**config.mk**
```make
export PLATFORM = sky130hd
export DESIGN_NAME = gate_interlock
export DESIGN_NICKNAME = d
export VERILOG_FILES = /design/src/rtl/gdi_pkg.sv /design/src/rtl/gdi_datapath.sv /design/src/rtl/gdi_control.sv /design/src/rtl/gate_interlock.sv
export SDC_FILE = /design/constraint.sdc
export NUM_CORES = 1
export LEC_CHECK = 0
export BUFFER_PORTS_ARGS = -buffer_cell sky130_fd_sc_hd__buf_4
export CAP_MARGIN = 10
export CORE_MARGIN = 3
export CORE_UTILIZATION = 40
export CTS_BUF_LIST = sky130_fd_sc_hd__clkbuf_4 sky130_fd_sc_hd__clkbuf_8
export CTS_CLUSTER_SIZE = 12
export DETAILED_ROUTE_END_ITERATION = 6
export GPL_TIMING_DRIVEN = 1
export SETUP_SLACK_MARGIN = 0.2
export SLEW_MARGIN = 20
export SYNTH_ARGS = -nofsm -noshare
export SYNTH_HDL_FRONTEND = slang
export SYNTH_SLANG_ARGS = --single-unit
```
**constraint.sdc**
```tcl
create_clock -name clk -period 4.4 [get_ports clk]
set_input_delay 0 -clock clk [delete_from_list [all_inputs] [get_ports clk]]
set_output_delay 0 -clock clk [all_outputs]
set_load 0.1 [all_outputs]
```
**src/rtl/gdi_pkg.sv**
```systemverilog
package gdi_pkg;

  // Switching phase of one half-bridge channel
  typedef enum logic [2:0] {
    ST_ARM       = 3'd0,  // parked, waiting for the first PWM pulse
    ST_HI_WAIT   = 3'd1,  // waiting for low-side gate-off feedback
    ST_HI_ON     = 3'd2,  // high-side driven
    ST_LO_WAIT   = 3'd3,  // waiting for high-side gate-off feedback
    ST_LO_ON     = 3'd4,  // low-side driven
    ST_SINK_HOLD = 3'd5,  // both off after a sink-limit event
    ST_FAULT     = 3'd6   // feedback timeout, latched
  } phase_e;

  // Strobes from control to datapath
  typedef struct packed {
    logic lowActive;  // low-side phase is current
    logic skipTake;   // a pending skip is consumed this cycle
    logic senseWait;  // a gate-off handshake is pending
  } ctlStrobe_t;

  // Status from datapath to control
  typedef struct packed {
    logic pwmRise;  // PWM 0->1 between consecutive samples
    logic skipHit;  // the next turn-on must be skipped
    logic timeUp;   // handshake window expires at this edge
  } dpStatus_t;

endpackage

```
**src/rtl/gdi_datapath.sv**
```systemverilog
module gdi_datapath
  import gdi_pkg::*;
#(
  parameter int SENSE_TIMEOUT = 16
) (
  input  logic       clk,
  input  logic       rst,
  input  logic       pwmCmd,
  input  logic       srcLimit,
  input  ctlStrobe_t strobe,
  output dpStatus_t  status
);

  localparam int TW = (SENSE_TIMEOUT < 2) ? 1 : $clog2(SENSE_TIMEOUT);
  localparam logic [TW-1:0] LAST = TW'(SENSE_TIMEOUT - 1);

  logic          pwmPrev;
  logic          skipPend;
  logic [TW-1:0] waitTimer;
  logic          timerDone;

  // previous PWM sample for edge detection
  always_ff @(posedge clk) begin
    if (rst) pwmPrev <= 1'b0;
    else     pwmPrev <= pwmCmd;
  end

  // source-limit memory, only armed while the low side conducts
  always_ff @(posedge clk) begin
    if (rst || !strobe.lowActive || strobe.skipTake) skipPend <= 1'b0;
    else if (srcLimit)                               skipPend <= 1'b1;
  end

  assign timerDone = (waitTimer == LAST);

  // handshake watchdog: counts edges spent in a wait phase
  always_ff @(posedge clk) begin
    if (rst || !strobe.senseWait) waitTimer <= '0;
    else if (!timerDone)          waitTimer <= waitTimer + 1'b1;
  end

  always_comb begin
    status.pwmRise = pwmCmd & ~pwmPrev;
    status.skipHit = strobe.lowActive & (skipPend | srcLimit);
    status.timeUp  = timerDone;
  end

endmodule

```
**src/rtl/gdi_control.sv**
```systemverilog
module gdi_control
  import gdi_pkg::*;
(
  input  logic       clk,
  input  logic       rst,
  input  logic       runEn,
  input  logic       pwmCmd,
  input  logic       hsOff,
  input  logic       lsOff,
  input  logic       snkLimit,
  input  dpStatus_t  status,
  output ctlStrobe_t strobe,
  output logic       dhEn,
  output logic       dlEn,
  output logic       senseFault
);

  phase_e phase;
  phase_e phaseNext;
  logic   takeSkip;

  always_ff @(posedge clk) begin
    if (rst) phase <= ST_ARM;
    else     phase <= phaseNext;
  end

  always_comb begin
    phaseNext = phase;
    takeSkip  = 1'b0;
    if (phase == ST_FAULT) begin
      phaseNext = ST_FAULT;
    end else if (!runEn) begin
      phaseNext = ST_ARM;
    end else begin
      case (phase)
        ST_ARM: begin
          if (status.pwmRise) phaseNext = ST_HI_WAIT;
        end
        ST_HI_WAIT: begin
          if (lsOff)             phaseNext = ST_HI_ON;
          else if (status.timeUp) phaseNext = ST_FAULT;
        end
        ST_HI_ON: begin
          if (!pwmCmd) phaseNext = ST_LO_WAIT;
        end
        ST_LO_WAIT: begin
          if (hsOff)             phaseNext = ST_LO_ON;
          else if (status.timeUp) phaseNext = ST_FAULT;
        end
        ST_LO_ON: begin
          if (snkLimit) begin
            phaseNext = ST_SINK_HOLD;
          end else if (status.pwmRise) begin
            if (status.skipHit) takeSkip  = 1'b1;
            else                phaseNext = ST_HI_WAIT;
          end
        end
        ST_SINK_HOLD: begin
          if (status.pwmRise) phaseNext = ST_HI_WAIT;
        end
        default: phaseNext = ST_FAULT;
      endcase
    end
  end

  always_comb begin
    strobe.lowActive = (phase == ST_LO_ON);
    strobe.skipTake  = takeSkip;
    strobe.senseWait = (phase == ST_HI_WAIT) || (phase == ST_LO_WAIT);
  end

  assign dhEn       = (phase == ST_HI_ON);
  assign dlEn       = (phase == ST_LO_ON);
  assign senseFault = (phase == ST_FAULT);

endmodule

```
**src/rtl/gate_interlock.sv**
```systemverilog
module gate_interlock
  import gdi_pkg::*;
#(
  parameter int SENSE_TIMEOUT = 16
) (
  input  logic clk,
  input  logic rst,
  input  logic runEn,
  input  logic pwmCmd,
  input  logic hsOff,
  input  logic lsOff,
  input  logic srcLimit,
  input  logic snkLimit,
  output logic dhEn,
  output logic dlEn,
  output logic senseFault
);

  ctlStrobe_t strobe;
  dpStatus_t  status;

  gdi_datapath #(
    .SENSE_TIMEOUT(SENSE_TIMEOUT)
  ) u_dp (
    .clk     (clk),
    .rst     (rst),
    .pwmCmd  (pwmCmd),
    .srcLimit(srcLimit),
    .strobe  (strobe),
    .status  (status)
  );

  gdi_control u_ctl (
    .clk       (clk),
    .rst       (rst),
    .runEn     (runEn),
    .pwmCmd    (pwmCmd),
    .hsOff     (hsOff),
    .lsOff     (lsOff),
    .snkLimit  (snkLimit),
    .status    (status),
    .strobe    (strobe),
    .dhEn      (dhEn),
    .dlEn      (dlEn),
    .senseFault(senseFault)
  );

endmodule

```
; Word-level counts from Yosys, hierarchy flattened
; Index checks and enable logic that the tools add are counted.
[word_totals]
input_bits = 8
elab_cells = 54
out_inout_bits = 3
regBits = 9
[op_classes]
add_sub_neg = 1
n_eq_ne = 15
n_reduce_logical = 11
n_bitwise = 5
mux = 17
[ops]
columns = op, count
row1 = 3-bit 2-to-1 mux, 10
row2 = 3-bit one-hot mux with 5 select lines, 1
row3 = 3-bit equality test (second input constant), 3
row4 = 4-bit AND reduction, 2
row5 = 3-bit by 2-bit equality test with 1-bit output (second input constant), 2
row6 = 1-bit 2-to-1 mux, 6
row7 = 5-bit by 3-bit inequality test with 1-bit output (second input constant), 1
row8 = 5-bit inequality test (second input constant), 1
row9 = 4-bit by 1-bit adder with 4-bit output (second input constant), 1
row10 = 4-bit equality test (second input constant), 1
row11 = 1-bit logical OR, 4
row12 = 4-bit by 2-bit inequality test with 1-bit output (second input constant), 1
row13 = 4-bit by 3-bit inequality test with 1-bit output (second input constant), 1
row14 = 3-bit by 1-bit equality test with 1-bit output (second input constant), 1
row15 = 3-bit logical NOT, 1
row16 = 3-bit by 2-bit inequality test with 1-bit output (second input constant), 1
row17 = 3-bit inequality test (second input constant), 1
row18 = 3-bit OR reduction, 1
row19 = 1-bit AND, 2
row20 = 1-bit logical NOT, 2
row21 = 2-bit by 1-bit inequality test with 1-bit output (second input constant), 1
row22 = 2-bit inequality test (second input constant), 1
row23 = 1-bit NOT, 2
row24 = 2-bit OR reduction, 1
row25 = 1-bit OR, 1

; Logic depth before layout (Yosys ltp)
; Gate-level depths: netlist (run 1).
[depth]
word_depth = 9
ltp_mapped = 6
mapped_depth_nobuf = 5

; Cells and area by module
; Synthesis (run 1) repeated with hierarchy kept, for this count alone.
[hier_totals]
cells_unflattened = 64
hier_area_um2 = 575.6
[modules_own_cells]
columns = module, area_per_inst_um2, instances, seq_area_each_um2, cells_each
row1 = gdi_control, 301.5, 1, 60.1, 38
row2 = gdi_datapath, 274.0, 1, 120.1, 26

; Least setup slack after synthesis (run 1)
; OpenSTA, ideal clock, no wires.
[synth_path]
path_type = register to output
from = reg u_ctl.phase[1]
to = out dhEn
t_required_ns = 4.400
path_stages_with_launch = 4
path_slack_ns = 1.886
t_arrival_ns = 2.514
path_buffers = 1
cell_sequence = dfxtp_1 -> buf_4 -> inv_1 -> nor3_1
[synth_via]
elab_chain_cells = 1
[synth_rtl]
columns = item, line
row1 = "start, declared", gdi_control.sv:18  ; phase_e phase;
row2 = "start signal, assigned", gdi_control.sv:24  ; else phase <= phaseNext;
row3 = 3-bit by 2-bit equality test with 1-bit output, gdi_control.sv:72  ; assign dhEn = (phase == ST_HI_ON);
row4 = "end, declared", gate_interlock.sv:14  ; output logic dhEn,
; No other way between the ends.

; Worst setup path after layout (run 1)
[layout_path]
from = reg u_ctl.phase[1]
to = reg u_ctl.phase[2]
[layout_via]
elab_chain_cells = 5
elab_cells_between_ends = 17
cone_classes = 10 x eq/ne / 3 x mux / 1 x bitwise / 3 x reduce/logical
[layout_rtl]
columns = item, line
row1 = 3-bit equality test or 3-bit logical NOT (tied branches), gdi_control.sv:35  ; case (phase)
row2 = 2-bit OR reduction (no source line), -
row3 = 3-bit one-hot mux with 5 select lines, gdi_control.sv:35
row4 = 3-bit 2-to-1 mux, gdi_control.sv:32  ; end else if (!runEn) begin
row5 = 3-bit 2-to-1 mux, gdi_control.sv:30  ; if (phase == ST_FAULT) begin
; Parallel ways exist; a longest one is shown, timed or not.
; A chain may end at the register's enable or synchronous reset.

==> results of run 1 <==
==> sequential cells by signal, indices dropped and copies added (netlist names) <==
name,cells
u_ctl.phase,3
u_dp.pwmPrev,1
u_dp.skipPend,1
u_dp.waitTimer,4
==> report_power, final <==
group	total [mW]	switching [mW]	leakage [nW]	internal, mW
clock	0.0705	0.0294	0.0184	0.0411
combinational	0.0388	0.0220	0.181	0.0168
sequential	0.0883	0.00387	0.0732	0.0844
==> cells by family after synthesis <==
kind of cell / count (synthesis) / share of synthesized area
muxes: 1 / 0.0183
adders and majority gates: 1 / 0.0229
and+or+nand+nor: 30 / 0.320
AOI/OAI and AO/OA: 17 / 0.217
DFF: 9 / 0.330
xor gates and xnor gates: 1 / 0.0160
buffers and inverters: 8 / 0.0755
==> worst min-delay path, cell delays in order <==
cell and delay (ns):
buf_4 0.11, nor2_1 0.09, nor4_1 0.07
==> per-layer routing <==
| metal | routed length (um) | vias up | share of wire |
|---|---|---|---|
| met2 | 578 | 9 | 0.47 |
| li1 | - | 277 | - |
| met4 | 9 | 0 | 0.0073 |
| met3 | 53 | 2 | 0.043 |
| met5 | 0 | - | 0 |
| met1 | 584 | 243 | 0.48 |
==> Yosys cell counts (all sizes together), types with 2 or more instances <==
| cell type | number |
|---|---|
| nor2 | 6 |
| or4 | 2 |
| nand3 | 5 |
| nor3 | 4 |
| a31oi | 4 |
| inv | 6 |
| dfxtp | 9 |
| o21ai | 3 |
| a21oi | 3 |
| buf | 2 |
| nand2b | 3 |
| nor2b | 3 |
==> repair_timing <==
action	4_1_cts	5_1_grt
setup endpoints to repair	0	0
hold buffers	2	0
hold endpoints to repair	5	0
resized for setup	0	0
==> worst paths after layout <==
path	startpoint	end	slack (ns)	cells past startpoint
worst max-delay path	u_ctl.phase[1]	u_ctl.phase[2]	2.65	4
worst min-delay path	srcLimit	u_dp.skipPend	0.06	3
worst max register to register	u_ctl.phase[1]	u_ctl.phase[2]	2.65	4
worst min register to register	u_dp.skipPend	u_dp.skipPend	0.54	2
==> cell type report <==
class,count,area (um^2)
Fill cell,112,515
Multi-Input combinational cell,50,325
Sequential cell,9,180
Timing Repair Buffer,12,95.1
Clock buffer,4,30.0
Inverter,6,22.5
Tap cell,14,17.5
==> key figures, run 1 <==
Floorplan
  • Die footprint: 1850 um^2
  • Die X: 43.0 um
  • Die Y: 43.0 um
  • Total core area: 1190 um^2
  • Initial Utilization: 0.461
  • Top-level port count: 11
  • Site Rows: 12

Logic synthesis
  • Unique masters post-synth: 31
  • Yosys warning count: 0
  • Synth area leader: dfxtp_1
  • Register bit total from synthesis: 9
  • Predominant post-synthesis flop cell: dfxtp_1
  • Synth Cell Area: 547 um^2
  • Synth Instances: 67
  • Number of synthesized flops with an enable pin: 0
  • Syn nets: 76
  • Asr flop ratio synth: 0
  • Top cell type's share of synthesized area: 0.330
  • Seq/Total Area, Yosys: 0.330
  • Mean Syn Cell Area: 8.16 um^2
  • Synth area leaders: dfxtp_1 (33%), a31oi_1 (4.6%), nand3_1 (4.6%)

Critical path
  • Max Fanout on Critical Path: 10
  • Slowest cell on crit path: or4_4
  • Worst Path Required: 4.58 ns
  • Worst path cell trace: or3b_4 -> or4_4 -> o211a_1 -> a221oi_2
  • Worst EP arrival: 1.93 ns
  • Worst path top cell family by delay: simple AND/OR/NAND/NOR gates
  • Max incr delay on CP: 0.49 ns
  • Type of the worst setup path: register to register
  • Crit end category: register
  • Startpoint types: register
  • WP buf/inv: 0

STA
  • Slew Limit Headroom: 0.687
  • Pins Over Slew Limit: 0
  • Setup_tns: 0 ns
  • Fmax: 571 MHz
  • Final Worst Setup Slack: 2.65 ns
  • RSZ-0062 raised after global routing: false
  • Final Cycle Share: 0.398
  • Final Critical Period: 1.75 ns
  • Setup violations, final: 0
  • Final Skew: 0.00179 ns
  • Final hold slack: 0.0637 ns
  • Fin. Hold Viols: 0
  • Least-Margin Pin Slew: 0.463 ns

Clock network
  • H-tree depth: 1
  • Post-CTS Setup Bufs: 0
  • TritonCTS clock tree: built
  • Clk sinks: 9
  • CTS buffer count: 3
  • Clk root buf: clkbuf_4
  • Max clock buf depth: 2
  • Clk slew on worst S/H paths: 0.06 ns
  • Clock insertion delay at the later pin of the skew report: 0.26 ns

Routing
  • Residual DRC count: 0
  • Wire per inst: 12.9 um
  • Initial drt markers: 12
  • Routed via count: 531
  • Routed WL: 1.23 mm
  • Vias/cell: 5.59
  • Remaining antenna violation count after routing: 0
  • Pre-antenna DRT Iters: 4

Status
  • Status: finished clean

GRT
  • Antenna violations before repair: 0
  • M2 GR Usage: 0.228
  • Largest net degree at the start of global routing: 11
  • Vias in the first global route: 477
  • GR Util met3: 0.0297
  • Busiest metal layer after global routing: met2
  • Met1 GRT Util: 0.198
  • Total track usage: 0.149
  • Global-route wire length before repair: 2.12 mm
  • GRT Residual Overflow: 0

Final layout
  • Fin cells: 95
  • Most common cell after layout, fill and taps aside: buf_4
  • Total Nets Final: 91
  • Post-layout util: 0.565
  • Antenna cells: 0
  • Design area: 671 um^2
  • Fraction of layout instances using a drive strength above 1: 0.222
  • Area growth from synthesis to layout: 22.7%
  • Commonest non-fill, non-tap cells in the layout: buf_4 (10), dfxtp_1 (9), inv_1 (6), nor2_1 (6), nand3_1 (5)

Pwr
  • Total power: 0.198 mW
  • Worst VDD drop: 0.128 mV
  • Leak pwr: 0.273 nW
  • Pwr Density: 295 nW/um^2

Hold path
  • Hold WC Path Type: primary input to register

Placement
  • # placed instances: 89
  • I/O Buffers: 10
  • Placed Instance Area: 621 um^2
  • Placer Congestion: 0.768
  • DP HPWL: 913 um
  • Post-placement setup slack: 2.66 ns

Job
  • Max Cap Viol: 0
(Power assumes the default switching activity.)
==> run 2, diff against run 1 <==
clock period = 1.6 ns   (was 4.4 ns; I/O delays follow)
==> run 2 against run 1 <==
  * Via count increased by 8.7%
  * Worst setup slack lost 2.7 ns
  * Sequential share of layout area is 3.6 points lower
  * Count of clock-buffer cells in the layout is the same
  * Core utilization is 9.1 points higher
  * First-iteration DRC count shrank 17%
  * The flow now finishes with violations (setup timing)
  * Non-clock buffer count rose by 7
  * Highest routed layer unchanged
  * Global-route usage grew 0.34 points
==> key figures, run 2 (synthesis results as in run 1) <==
Critical path
  • Type of the worst setup path: register to register
  • Max Fanout on Critical Path: 2
  • Startpoint types: register
  • Max incr delay on CP: 0.49 ns
  • Slowest cell on crit path: or4_4
  • Crit path from: u_ctl.phase[0]
  • Worst EP arrival: 1.78 ns
  • Crit end category: register
  • Worst Path Required: 1.77 ns
  • Worst path cell trace: or3b_4 -> or4_4 -> o211a_1 -> a221oi_2
  • Worst r2r src: u_ctl.phase[0]

STA
  • Slew Limit Headroom: 0.783
  • Final Critical Period: 1.62 ns
  • Pins Over Slew Limit: 0
  • Least-Margin Pin Slew: 0.324 ns
  • Setup violations, final: 1
  • Setup_tns: -0.0169 ns
  • Final hold slack: 0.00561 ns
  • Fin. Hold Viols: 0
  • RSZ-0062 raised after global routing: true
  • Fmax: 618 MHz
  • Final Cycle Share: 1.01
  • Final Skew: 0.000248 ns
  • Final Worst Setup Slack: -0.0169 ns

Clock network
  • Clk slew on worst S/H paths: 0.06 ns
  • TritonCTS clock tree: built
  • Clk sinks: 9
  • Max clock buf depth: 2
  • H-tree depth: 1
  • Clock insertion delay at the later pin of the skew report: 0.25 ns
  • Clk root buf: clkbuf_4
  • Post-CTS Setup Bufs: 0
  • CTS buffer count: 3

Pwr
  • Pwr Density: 738 nW/um^2
  • Leak pwr: 0.320 nW
  • Total power: 0.574 mW
  • Worst VDD drop: 0.473 mV

Final layout
  • Post-layout util: 0.656
  • Total Nets Final: 98
  • Largest register by flop count: u_dp.waitTimer
  • Fraction of layout instances using a drive strength above 1: 0.398
  • Commonest non-fill, non-tap cells in the layout: buf_4 (16), dfxtp_1 (8), nor2_1 (6)
  • Most common cell after layout, fill and taps aside: buf_4
  • Multi-input logic area: 357 um^2
  • Max reg flops: 4
  • Design area: 778 um^2
  • Largest regs: u_dp.waitTimer: 4 flops, u_ctl.phase: 3 flops
  • Register Area: 181 um^2
  • Fin cells: 102
  • Area growth from synthesis to layout: 42.3%
  • Fillers: 108
  • Antenna cells: 0

GRT
  • Antenna violations before repair: 0
  • GRT Residual Overflow: 0
  • Global-route wire length before repair: 2.15 mm
  • Largest net degree at the start of global routing: 10
  • Total track usage: 0.153
  • Vias in the first global route: 502

Routing
  • Wire per inst: 13.7 um
  • Initial drt markers: 10
  • Remaining antenna violation count after routing: 0
  • Pre-antenna DRT Iters: 4
  • Routed WL: 1.40 mm
  • Routed via count: 577
  • Residual DRC count: 0
  • Vias/cell: 5.66

Placement
  • DP HPWL: 1.07 mm
  • Placed Instance Area: 686 um^2
  • Post-placement setup slack: -0.0448 ns
  • I/O Buffers: 10
  • # placed instances: 97
  • Placer Congestion: 0.827

Hold path
  • Worst hold start: pwmCmd
  • Hold WC Path Type: primary input to register

Floorplan
  • Die footprint: 1850 um^2
  • Die Y: 43.0 um
  • Top-level port count: 11
  • Site Rows: 12
  • Die X: 43.0 um
  • Total core area: 1190 um^2
  • Initial Utilization: 0.461

Job
  • Max Cap Viol: 0

Status
  • Failing checks: setup timing
  • Status: finished with violations
[run 2: final cells by class]
type                       count  area share
sequential                     9       0.233
inverter                       6      0.0289
clock buffer                   4      0.0386
tap                           14      0.0225
timing repair buffer          19       0.219
multi-input combinational     50       0.458
[run 2: final timing paths]
check                           slack (ns)                end  cells past startpoint
worst max register to register       -0.02     u_ctl.phase[2]                      4
worst min-delay path                 0.006       u_dp.pwmPrev                      2
worst min register to register        0.55  u_dp.waitTimer[2]                      2
worst max-delay path                 -0.02     u_ctl.phase[2]                      4
[run 2: report_power, final]
part	internal, mW	switching [mW]	leakage [nW]
registers	0.233	0.00420	0.0736
clock network	0.113	0.0763	0.0184
logic	0.0702	0.0780	0.228
[run 2: layer usage]
metal,up-vias,GRT usage,part of all wire,wire [um]
li1,291,-,-,-
met1,275,0.173,0.42,586
met2,9,0.281,0.54,748
met3,2,0.0381,0.035,49
met4,0,0.0361,0.0072,10
met5,-,0,0,0
[run 2: repair_timing]
item	CTS	global route
endpoints found under the setup margin	4	6
hold buffers	1	0
resized for setup	6	9
pin swaps	3	1
cloned	0	0
endpoints found under the hold margin	5	0
[run 2: worst max-delay path: cells and delay by family, from the launching register on]
family | cells | cell delay (ns)
flops | 1 | 0.31
simple gates | 2 | 0.88
compound gates | 2 | 0.35
